$ cat src/rtl/i2c_eng_pkg.sv
package i2c_eng_pkg;

   // control register image, bit 7 down to bit 0
   typedef struct packed {
      logic       sda_sel;   // 7
      logic       scl_sel;   // 6
      logic       ten_bit;   // 5
      logic       free_fmt;  // 4
      logic       en;        // 3
      logic [2:0] bcnt;      // 2:0
   } ctrl_t;

   localparam int CTRL_W = $bits(ctrl_t);

endpackage

$ cat src/rtl/i2c_eng_route.sv
module i2c_eng_route #(
   parameter int NPIN = 2,
   localparam int SW  = (NPIN > 1) ? $clog2(NPIN) : 1
) (
   input  logic [NPIN-1:0] scl_pins,
   input  logic [NPIN-1:0] sda_pins,
   input  logic [SW-1:0]   scl_sel,
   input  logic [SW-1:0]   sda_sel,
   input  logic            en,
   input  logic            scl_req,
   input  logic            sda_req,
   output logic            scl_in,
   output logic            sda_in,
   output logic [NPIN-1:0] scl_pull,
   output logic [NPIN-1:0] sda_pull
);

   assign scl_in = scl_pins[scl_sel];
   assign sda_in = sda_pins[sda_sel];

   for (genvar p = 0; p < NPIN; p++) begin : g_pin
      assign scl_pull[p] = en && scl_req && (scl_sel == SW'(p));
      assign sda_pull[p] = en && sda_req && (sda_sel == SW'(p));
   end

endmodule

$ cat src/rtl/i2c_eng_shift.sv
module i2c_eng_shift #(
   parameter int DW  = 8,
   localparam int BCW = $clog2(DW),
   localparam int CW  = BCW + 1
) (
   input  logic           clk,
   input  logic           rst_n,
   input  logic           en,
   input  logic           start,
   input  logic           scl,
   input  logic           sda,
   input  logic [BCW-1:0] bcnt,
   input  logic           load,
   input  logic [DW-1:0]  ldata,
   output logic [DW-1:0]  data_q,
   output logic           done_q
);

   logic          scl_prev;
   logic [CW-1:0] cnt_q;
   logic [CW-1:0] target;
   logic          rise;

   assign target = (bcnt == '0) ? CW'(DW) : {1'b0, bcnt};
   assign rise   = scl && !scl_prev;

   always_ff @(posedge clk or negedge rst_n) begin
      if (!rst_n) begin
         scl_prev <= 1'b1;
         cnt_q    <= '0;
         data_q   <= '0;
         done_q   <= 1'b0;
      end else begin
         scl_prev <= scl;
         done_q   <= 1'b0;
         if (!en) begin
            cnt_q <= '0;
         end else if (start) begin
            cnt_q <= '0;
         end else if (load) begin
            data_q <= ldata;
            cnt_q  <= '0;
         end else if (rise) begin
            data_q <= {data_q[DW-2:0], sda};
            if (cnt_q + 1'b1 == target) begin
               cnt_q  <= '0;
               done_q <= 1'b1;
            end else begin
               cnt_q <= cnt_q + 1'b1;
            end
         end
      end
   end

endmodule

$ cat src/rtl/i2c_eng_match.sv
module i2c_eng_match #(
   parameter int DW = 8
) (
   input  logic          clk,
   input  logic          rst_n,
   input  logic          en,
   input  logic          start,
   input  logic          stop,
   input  logic          byte_done,
   input  logic [DW-1:0] rx_byte,
   input  logic          free_fmt,
   input  logic          ten_bit,
   input  logic [DW-1:0] own_hi,
   input  logic [DW-1:0] own_lo,
   output logic          match_q,
   output logic          gcall_q
);

   typedef enum logic [1:0] {PH_FIRST, PH_SECOND, PH_DATA} phase_t;

   phase_t phase_q;
   logic   hi_ok_q;

   always_ff @(posedge clk or negedge rst_n) begin
      if (!rst_n) begin
         phase_q <= PH_FIRST;
         hi_ok_q <= 1'b0;
         match_q <= 1'b0;
         gcall_q <= 1'b0;
      end else if (!en || start || stop) begin
         phase_q <= PH_FIRST;
         hi_ok_q <= 1'b0;
         match_q <= 1'b0;
         gcall_q <= 1'b0;
      end else if (byte_done && !free_fmt) begin
         case (phase_q)
            PH_FIRST: begin
               phase_q <= PH_SECOND;
               if (rx_byte == '0)
                  gcall_q <= 1'b1;
               if (ten_bit)
                  hi_ok_q <= (rx_byte == own_hi);
               else if (rx_byte[DW-1:1] == own_hi[DW-1:1])
                  match_q <= 1'b1;
            end
            PH_SECOND: begin
               phase_q <= PH_DATA;
               if (ten_bit && hi_ok_q && rx_byte == own_lo)
                  match_q <= 1'b1;
            end
            default: phase_q <= PH_DATA;
         endcase
      end
   end

endmodule

$ cat src/rtl/i2c_byte_engine.sv
module i2c_byte_engine
   import i2c_eng_pkg::*;
#(
   parameter int DW   = 8,
   parameter int NPIN = 2
) (
   input  logic            clk,
   input  logic            rst_n,
   input  logic [7:0]      cpu_wdata,
   input  logic            wr_ctrl,
   input  logic            wr_own_hi,
   input  logic            wr_own_lo,
   input  logic            wr_shift,
   input  logic [1:0]      scl_pin_i,
   input  logic [1:0]      sda_pin_i,
   input  logic            start_det,
   input  logic            stop_det,
   input  logic            arb_lost_evt,
   input  logic            scl_pull_req,
   input  logic            sda_pull_req,
   output logic [7:0]      ctrl_o,
   output logic [7:0]      shift_o,
   output logic            irq,
   output logic            st_idle,
   output logic            st_busy,
   output logic            st_arblost,
   output logic            st_match,
   output logic            st_gcall,
   output logic [1:0]      scl_pull_o,
   output logic [1:0]      sda_pull_o
);

   localparam int BCW = $clog2(DW);

   if (DW != 8) begin : g_bad_dw
      $error("i2c_byte_engine: DW must be 8 to fit the control layout");
   end
   if (NPIN != 2) begin : g_bad_npin
      $error("i2c_byte_engine: NPIN must be 2, one routing bit per line");
   end
   if (BCW != 3) begin : g_bad_bcw
      $error("i2c_byte_engine: bit-count field must be 3 bits");
   end

   ctrl_t         ctrl_q;
   logic [DW-1:0] own_hi_q, own_lo_q;
   logic          scl_in, sda_in;
   logic          done;
   logic          en;

   assign en = ctrl_q.en;

   always_ff @(posedge clk or negedge rst_n) begin
      if (!rst_n) begin
         ctrl_q   <= '0;
         own_hi_q <= '0;
         own_lo_q <= '0;
      end else begin
         if (wr_ctrl)   ctrl_q   <= ctrl_t'(cpu_wdata);
         if (start_det) ctrl_q.bcnt <= '0;
         if (wr_own_hi) own_hi_q <= cpu_wdata;
         if (wr_own_lo) own_lo_q <= cpu_wdata;
      end
   end

   always_ff @(posedge clk or negedge rst_n) begin
      if (!rst_n) begin
         st_idle    <= 1'b1;
         st_busy    <= 1'b0;
         st_arblost <= 1'b0;
      end else if (!en) begin
         st_idle    <= 1'b1;
         st_busy    <= 1'b0;
         st_arblost <= 1'b0;
      end else begin
         if (start_det)     st_busy <= 1'b1;
         else if (stop_det) st_busy <= 1'b0;
         if (arb_lost_evt)  st_arblost <= 1'b1;
         if (wr_shift)      st_idle <= 1'b1;
         else if (done)     st_idle <= 1'b0;
      end
   end

   i2c_eng_route #(.NPIN(NPIN)) u_route (
      .scl_pins (scl_pin_i),
      .sda_pins (sda_pin_i),
      .scl_sel  (ctrl_q.scl_sel),
      .sda_sel  (ctrl_q.sda_sel),
      .en       (en),
      .scl_req  (scl_pull_req),
      .sda_req  (sda_pull_req),
      .scl_in   (scl_in),
      .sda_in   (sda_in),
      .scl_pull (scl_pull_o),
      .sda_pull (sda_pull_o)
   );

   i2c_eng_shift #(.DW(DW)) u_shift (
      .clk    (clk),
      .rst_n  (rst_n),
      .en     (en),
      .start  (start_det),
      .scl    (scl_in),
      .sda    (sda_in),
      .bcnt   (ctrl_q.bcnt),
      .load   (wr_shift),
      .ldata  (cpu_wdata),
      .data_q (shift_o),
      .done_q (done)
   );

   i2c_eng_match #(.DW(DW)) u_match (
      .clk       (clk),
      .rst_n     (rst_n),
      .en        (en),
      .start     (start_det),
      .stop      (stop_det),
      .byte_done (done),
      .rx_byte   (shift_o),
      .free_fmt  (ctrl_q.free_fmt),
      .ten_bit   (ctrl_q.ten_bit),
      .own_hi    (own_hi_q),
      .own_lo    (own_lo_q),
      .match_q   (st_match),
      .gcall_q   (st_gcall)
   );

   assign ctrl_o = ctrl_q;
   assign irq    = done;

endmodule

$ cat config.mk
export PLATFORM = sky130hd
export DESIGN_NAME = i2c_byte_engine
export DESIGN_NICKNAME = d
export VERILOG_FILES = /design/src/rtl/i2c_eng_pkg.sv /design/src/rtl/i2c_eng_route.sv /design/src/rtl/i2c_eng_shift.sv /design/src/rtl/i2c_eng_match.sv /design/src/rtl/i2c_byte_engine.sv
export SDC_FILE = /design/constraint.sdc
export NUM_CORES = 1
export LEC_CHECK = 0
export BUFFER_PORTS_ARGS = -buffer_cell sky130_fd_sc_hd__buf_2
export CAP_MARGIN = 20
export CORE_MARGIN = 8
export CORE_UTILIZATION = 58
export DETAILED_ROUTE_END_ITERATION = 16
export PLACE_DENSITY = 0.84
export SETUP_SLACK_MARGIN = 0.3
export SYNTH_ARGS = -nofsm -noshare
export SYNTH_HDL_FRONTEND = slang
export SYNTH_SLANG_ARGS = --single-unit
$ cat constraint.sdc
create_clock -name clk -period 3.2 [get_ports clk]
set_input_delay 0.16 -clock clk [delete_from_list [all_inputs] [get_ports clk]]
set_output_delay 0.16 -clock clk [all_outputs]
set_load 0.05 [all_outputs]
## Word-level counts from Yosys, hierarchy flattened

Index checks and enable logic that the tools add are counted.

- Flip-flop bits (word level): 46

- Order comparisons: 2
- Reduce and logical (&&, ||, !) cells: 29
- $add $sub $neg: 1
- Equality and inequality tests: 12
- Multiplexer cells: 44
- Bitwise gates (word level): 3

Operator list:

| cell | number |
|---|---|
| 1-bit 2-to-1 mux | 30 |
| 4-bit 2-to-1 mux | 6 |
| 8-bit == test | 2 |
| 8-bit 2-to-1 mux | 2 |
| 2-bit nonzero test | 6 |
| 1-bit logical AND | 10 |
| 3-bit AND reduction | 3 |
| 8-bit zero test | 1 |
| 7-bit == test | 1 |
| 2-bit 2-to-1 mux | 3 |
| 3-bit 2-to-1 mux | 2 |
| 3-bit by 1-bit inequality test with 1-bit output, second input constant | 2 |
| 3-bit by 2-bit inequality test with 1-bit output, second input constant | 2 |
| 5-bit AND reduction | 1 |
| 4-bit by 1-bit adder with 4-bit output, second input constant | 1 |
| 4-bit == test | 1 |
| 1-bit by 2-bit less-than comparator with 1-bit output, second input constant | 2 |
| 4-bit by 3-bit inequality test with 1-bit output, second input constant | 1 |
| 1-bit zero test | 3 |
| 3-bit zero test | 1 |
| 3-bit inequality test, second input constant | 1 |
| 1-bit NOT | 3 |
| 3-bit nonzero test | 1 |
| 2-bit by 1-bit == test with 1-bit output, second input constant | 1 |
| other kinds (4) | 5 |

## Logic depth before layout (Yosys ltp)

- Depth after elaboration: 8
- Gate-level depth with buffers: 6

## Modules after synthesis

A second synthesis with hierarchy kept.

- Cell total of the unflattened synthesis: 190
- Area, all modules: 2,359.8 µm²

By module, submodules not included:

| module | sequential area each (µm²) | instances | cells an instance | area an instance (µm²) |
|---|---|---|---|---|
| i2c_byte_engine | 676.9 | 1 | 63 | 1,109.8 |
| i2c_eng_shift | 351.6 | 1 | 71 | 739.5 |
| i2c_eng_match | 125.1 | 1 | 50 | 445.4 |
| i2c_eng_route | 0.0 | 1 | 6 | 65.1 |

## Worst setup path before layout

No wires, ideal clock.

- Path kind: register to register
- Start point: register u_shift.cnt_q[0]
- End point: register u_shift.cnt_q[2]
- Slack: 1.488 ns
- Clock period less this slack: 1.712 ns
- Setup time: 0.126 ns
- Path buffers: 0
- Required time: 3.074 ns
- Arrival: 1.586 ns
- Stages on the path, launching flop included: 7
- Cells stage by stage: dfrtp_1 > ha_1 > xor2_1 > nor4_1 > a32oi_2 > nand4b_1 > a21oi_1

- Longest elaborated chain between the ends: 7

RTL lines:

| element | RTL line | source |
|---|---|---|
| start, declared | i2c_eng_shift.sv:20 | `logic [CW-1:0] cnt_q;` |
| start signal, assigned | i2c_eng_shift.sv:49 | `cnt_q <= cnt_q + 1'b1;` |
| 4-bit by 1-bit adder with 4-bit output (*) | i2c_eng_shift.sv:45, i2c_eng_shift.sv:49 |  |
| 4-bit == test | i2c_eng_shift.sv:45 | `if (cnt_q + 1'b1 == target) begin` |
| 4-bit 2-to-1 mux (*) | i2c_eng_shift.sv:45 |  |
| 4-bit 2-to-1 mux (*) | i2c_eng_shift.sv:43 | `end else if (rise) begin` |
| 4-bit 2-to-1 mux (*) | i2c_eng_shift.sv:40 | `end else if (load) begin` |
| 4-bit 2-to-1 mux (*) | i2c_eng_shift.sv:38 | `end else if (start) begin` |
| 4-bit 2-to-1 mux (*) | i2c_eng_shift.sv:36 | `if (!en) begin` |

Every way passes the cells marked *; elsewhere a longest branch is shown, timed or not. The select of a mux whose other input is x is not followed.
A chain may end at the register's enable or synchronous reset.

## Final worst setup path

- Start point: register ctrl_q, in the netlist ctrl_o[6]
- End point: register u_shift.data_q[7]

- Longest elaborated chain between the ends: 5

RTL lines:

| element | RTL line | source |
|---|---|---|
| start, declared | i2c_byte_engine.sv:45 | `ctrl_t ctrl_q;` |
| start signal, assigned | i2c_byte_engine.sv:59 | `if (wr_ctrl) ctrl_q <= ctrl_t'(cpu_wdata);` |
| 1-bit 2-to-1 mux (not written as such) (2 in a row) | i2c_eng_route.sv:18 | `assign scl_in = scl_pins[scl_sel];` |
| 1-bit logical AND | i2c_eng_shift.sv:25 | `assign rise = scl && !scl_prev;` |
| 2-bit nonzero test (no source line) | n/a |  |
| 3-bit AND reduction (no source line) | n/a |  |
| end signal, assigned | i2c_eng_shift.sv:41 | `data_q <= ldata;` |
| end signal, assigned | i2c_eng_shift.sv:44 | `data_q <= {data_q[DW-2:0], sda};` |
| end, declared | i2c_eng_shift.sv:15 | `output logic [DW-1:0] data_q,` |

No other way between the ends. The select of a mux whose other input is x is not followed.

==> out/results.txt <==
The flow ran to the end, and the final reports show no timing, DRC or antenna violations. The detailed-routing iteration count for the pre-antenna-repair pass is 4. The worst hold path belongs to the class input port to flop.

Averaged over all synthesized cells, the footprint is 11.1 µm². Measured against its own limit, the worst slew margin works out to 37.2%. Clock skew on the completed layout was measured at 0.0180 ns. The final net count was 274. The run gives 70.7% as the post-layout utilization of the core. The congestion estimate from routability-driven global placement came to 0.850. The final count of hold timing violations was 0; the fmax was 513 MHz. The count of unique library cells instantiated by Yosys came out at 35. The routed design could run at a clock period as short as 1.95 ns. The die is 78.6 µm wide. Post-route fraction of the period consumed by the critical path: 60.9%. TritonCTS built the clock tree.

After clock tree synthesis, the clock-pin slew on the worst setup and hold paths is 0.09 ns. STA classifies the critical path startpoint as a flop. The number of nets in the synthesized netlist is 229. The area added between synthesis and finish came out at 15.7%.

STA puts the critical path data arrival time at 2.08 ns. For the total routed wirelength, the log shows 5170 µm. The H-tree generated during clock tree synthesis spans 2 levels. The largest vdd supply drop is 0.404 mV, and the post-synthesis instance area is 0.00227 mm². In the final layout, flip-flops and latches occupy 0.00115 mm². sky130_fd_sc_hd__dfrtp_1 takes more of the synthesized area than any other cell. For hold timing, the worst endpoint is ctrl_o[2]. In the final timing run, aggregate negative setup slack is 0 ns.

The tools report the final-layout worst hold slack as 0.0732 ns. The final HPWL from detailed placement is 3820 µm, and the count of antenna-violating nets left after detailed routing is 0. For this run, design rule violations remaining after detail routing come to 0. The slew at the pin closest to its max-slew limit was 0.936 ns; the wire length of the first global-routing pass was 8640 µm.

Path type of the worst setup path: flop to flop. The data required time of the worst path came out at 3.33 ns. Setup repair after global routing left no endpoint under its margin.

The multi-input logic area came out at 0.00104 mm². Max-cap violations in this run came to 0. In this run the worst path has a maximum fanout of 16.

In this run the critical register-to-register path is captured at u_shift.data_q[7]. Entering global routing, the biggest net connects 47 pins. For the I/O pin count, the log shows 49.

The launch instance of the worst min-delay path is start_det. The logs give 0.31 ns for the clock network latency to the later pin of the worst-skew pair and 299 for the final instance count without filler cells. The area fraction of the dominant cell type after synthesis was 48.5%. The initial antenna violation count was 0; the global route total overflow was 0.

The run gives 0.00617 mm² as the floorplan die area. For the maximum clock path buffer count, the log shows 2. The number of instances in the synthesized netlist was 205. Measured in cells, the most critical reg-to-reg path has a length of 4. For this block, the via count after detailed routing is 1,693. The floorplan step defined a core boundary enclosing 0.00372 mm². The logs give 109 for the DRC violation total after the first TritonRoute iteration and 1,784 for the number of global-route vias before repair. Measured along the y axis, the die boundary spans 78.6 µm. After detailed routing, the average wire length per cell comes to 17.3 µm. Counting the fill cells in the layout gives 290. The number of buffers inserted by port buffering is 48, and the area after detailed placement is 0.00251 mm².

Summing the sequential cell areas from Yosys gives 50.8% of the chip area. The initial cell density of the core was 61.1%; the reported leakage power was 1.25 nW. The power density over the cells came out at 577 mW/mm².

By area the synthesized netlist is led by sky130_fd_sc_hd__dfrtp_1 48%, sky130_fd_sc_hd__mux2_2 9.9%, sky130_fd_sc_hd__mux2i_1 5.3%. The synthesis warning total is 0. The number of placed instances, taps included, is 289. Dividing the detail-routed via count by the number of cells gives 5.66. The clock sink count came out at 46. The master cell of the clock root buffer is sky130_fd_sc_hd__clkbuf_8. Layout cell share with drive strength beyond 1: 33.9%.

The tools report the startpoint of the most critical register-to-register path as ctrl_o[6]. In this run the register-to-register setup slack is 1.25 ns. The overall routing resource usage is 17.6%, and the total clock buffers created by CTS is 5.

The design area was 0.00263 mm²; the depth of the worst hold-timing path was 2. The element type at the critical path end was a flop. The floorplan has 22 rows. For the count of final setup violators, the log shows 0. The number of diodes added for antenna fixing came out at 0.

The final max-slew violation count is 0, and the count of state elements after synthesis is 46.
-- through the flow --
step           total power, mW  setup WS (ns)
6_report                  1.52           1.25
3_3_place_gp              1.15           1.37
4_1_cts                   1.52           1.28
5_1_grt                   1.59           1.07
2_1_floorplan             1.04           1.49
3_5_place_dp              1.17           1.32
-- cell usage after synthesis, drive strengths merged --
master	number
dfrtp	44
mux2	20
nand2	19
mux2i	12
nor2	12
o21ai	11
xnor2	10
a21oi	9
xor2	9
clkbuf	7
nor4	7
buf	5
nand2b	5
nand3	5
a31oi	3
inv	3
nor3	3
and3	2
dfstp	2
nand3b	2
nand4	2
o21a	2
a21boi	1
a32oi	1
and2b	1
and3b	1
ha	1
nand4b	1
nor2b	1
o31ai	1
or2	1
or3b	1
xor3	1
-- placed cells by master (no fill, tap or decap), types with 2 or more instances in the layout --
master / n
sky130_fd_sc_hd__buf_2: 48
sky130_fd_sc_hd__dfrtp_1: 44
sky130_fd_sc_hd__mux2_2: 20
sky130_fd_sc_hd__nand2_1: 19
sky130_fd_sc_hd__mux2i_1: 12
sky130_fd_sc_hd__nor2_1: 12
sky130_fd_sc_hd__xnor2_1: 10
sky130_fd_sc_hd__o21ai_0: 10
sky130_fd_sc_hd__xor2_1: 9
sky130_fd_sc_hd__a21oi_1: 9
sky130_fd_sc_hd__nor4_1: 7
sky130_fd_sc_hd__nand2b_1: 5
sky130_fd_sc_hd__clkbuf_8: 5
sky130_fd_sc_hd__nand3_1: 4
sky130_fd_sc_hd__inv_1: 3
sky130_fd_sc_hd__nor3_1: 3
sky130_fd_sc_hd__a31oi_1: 3
sky130_fd_sc_hd__and3_1: 2
sky130_fd_sc_hd__nand4_1: 2
sky130_fd_sc_hd__o21a_1: 2
sky130_fd_sc_hd__nand3b_1: 2
sky130_fd_sc_hd__dfstp_2: 2
-- state kept, by name (all words and copies together), names as in the netlist --
signal            flops
ctrl_o                7
en                    1
own_hi_q              8
own_lo_q              8
st_arblost            1
st_busy               1
st_idle               1
u_match.gcall_q       1
u_match.hi_ok_q       1
u_match.match_q       1
u_match.phase_q       2
u_shift.cnt_q         4
u_shift.data_q        8
u_shift.done_q        1
u_shift.scl_prev      1
-- worst max-delay path, cell delays in order, from the launching register on --
cell and delay [ns]:
sky130_fd_sc_hd__dfrtp_1 0.41, sky130_fd_sc_hd__mux2i_1 0.28, sky130_fd_sc_hd__nor2_1 0.11, sky130_fd_sc_hd__o21ai_1 0.74, sky130_fd_sc_hd__o21ai_0 0.25
-- logic make-up (layout without fill, tap and decap cells) --
| group | after synthesis | in the layout | share of synthesized area, % |
|---|---|---|---|
| flops | 46 | 46 | 50.8 |
| buf+inv | 15 | 61 | 3.31 |
| xor+xnor | 20 | 20 | 8.37 |
| compound gates | 28 | 28 | 7.49 |
| fa+ha+maj | 1 | 1 | 0.551 |
| mux | 32 | 32 | 15.2 |
| simple gates | 63 | 63 | 14.3 |
-- report_power, final --
| part | switching [mW] | leakage, nW | internal (mW) |
|---|---|---|---|
| Combinational | 0.282 | 0.630 | 0.144 |
| Clock | 0.201 | 0.0441 | 0.154 |
| Sequential | 0.0941 | 0.573 | 0.643 |
| Total | 0.577 | 1.25 | 0.940 |
-- final cells by class --
type                    instances  share of cell area [%]
repair buffers                 50                    10.3
clock inverters                 3                   0.810
clock buffers                   5                    2.62
inverters                       3                   0.429
well taps                      48                    2.29
multi-input cells             144                    39.7
flip-flops and latches         46                    43.9
-- per-layer routing --
layer  GRT usage (%)  part of all wire [%]  routed length (µm)
met1            21.3                    45                2330
met3            4.21                   3.6                 185
met2            29.3                    50                2580
met5               0                     0                   0
met4            7.41                   1.3                  68
-- repair_timing --
item                      CTS  global route
hold buffers                0             1
gates resized for setup     0             0
setup buffers               0             0
hold endpoints to repair    0            12
-- worst max path at each step --
stage                           from           endpoint  slack, ns  cells after the start
floorplan           u_shift.cnt_q[0]   u_shift.cnt_q[2]       1.49                      6
global route               ctrl_o[6]  u_shift.data_q[3]       1.07                      4
CTS                        ctrl_o[6]  u_shift.data_q[7]       1.28                      4
finish                     ctrl_o[6]  u_shift.data_q[7]       1.25                      4
detailed placement         ctrl_o[6]  u_shift.data_q[5]       1.32                      4
global placement           ctrl_o[6]  u_shift.data_q[4]       1.37                      4
No activity file was read; power rests on OpenSTA's default activity.
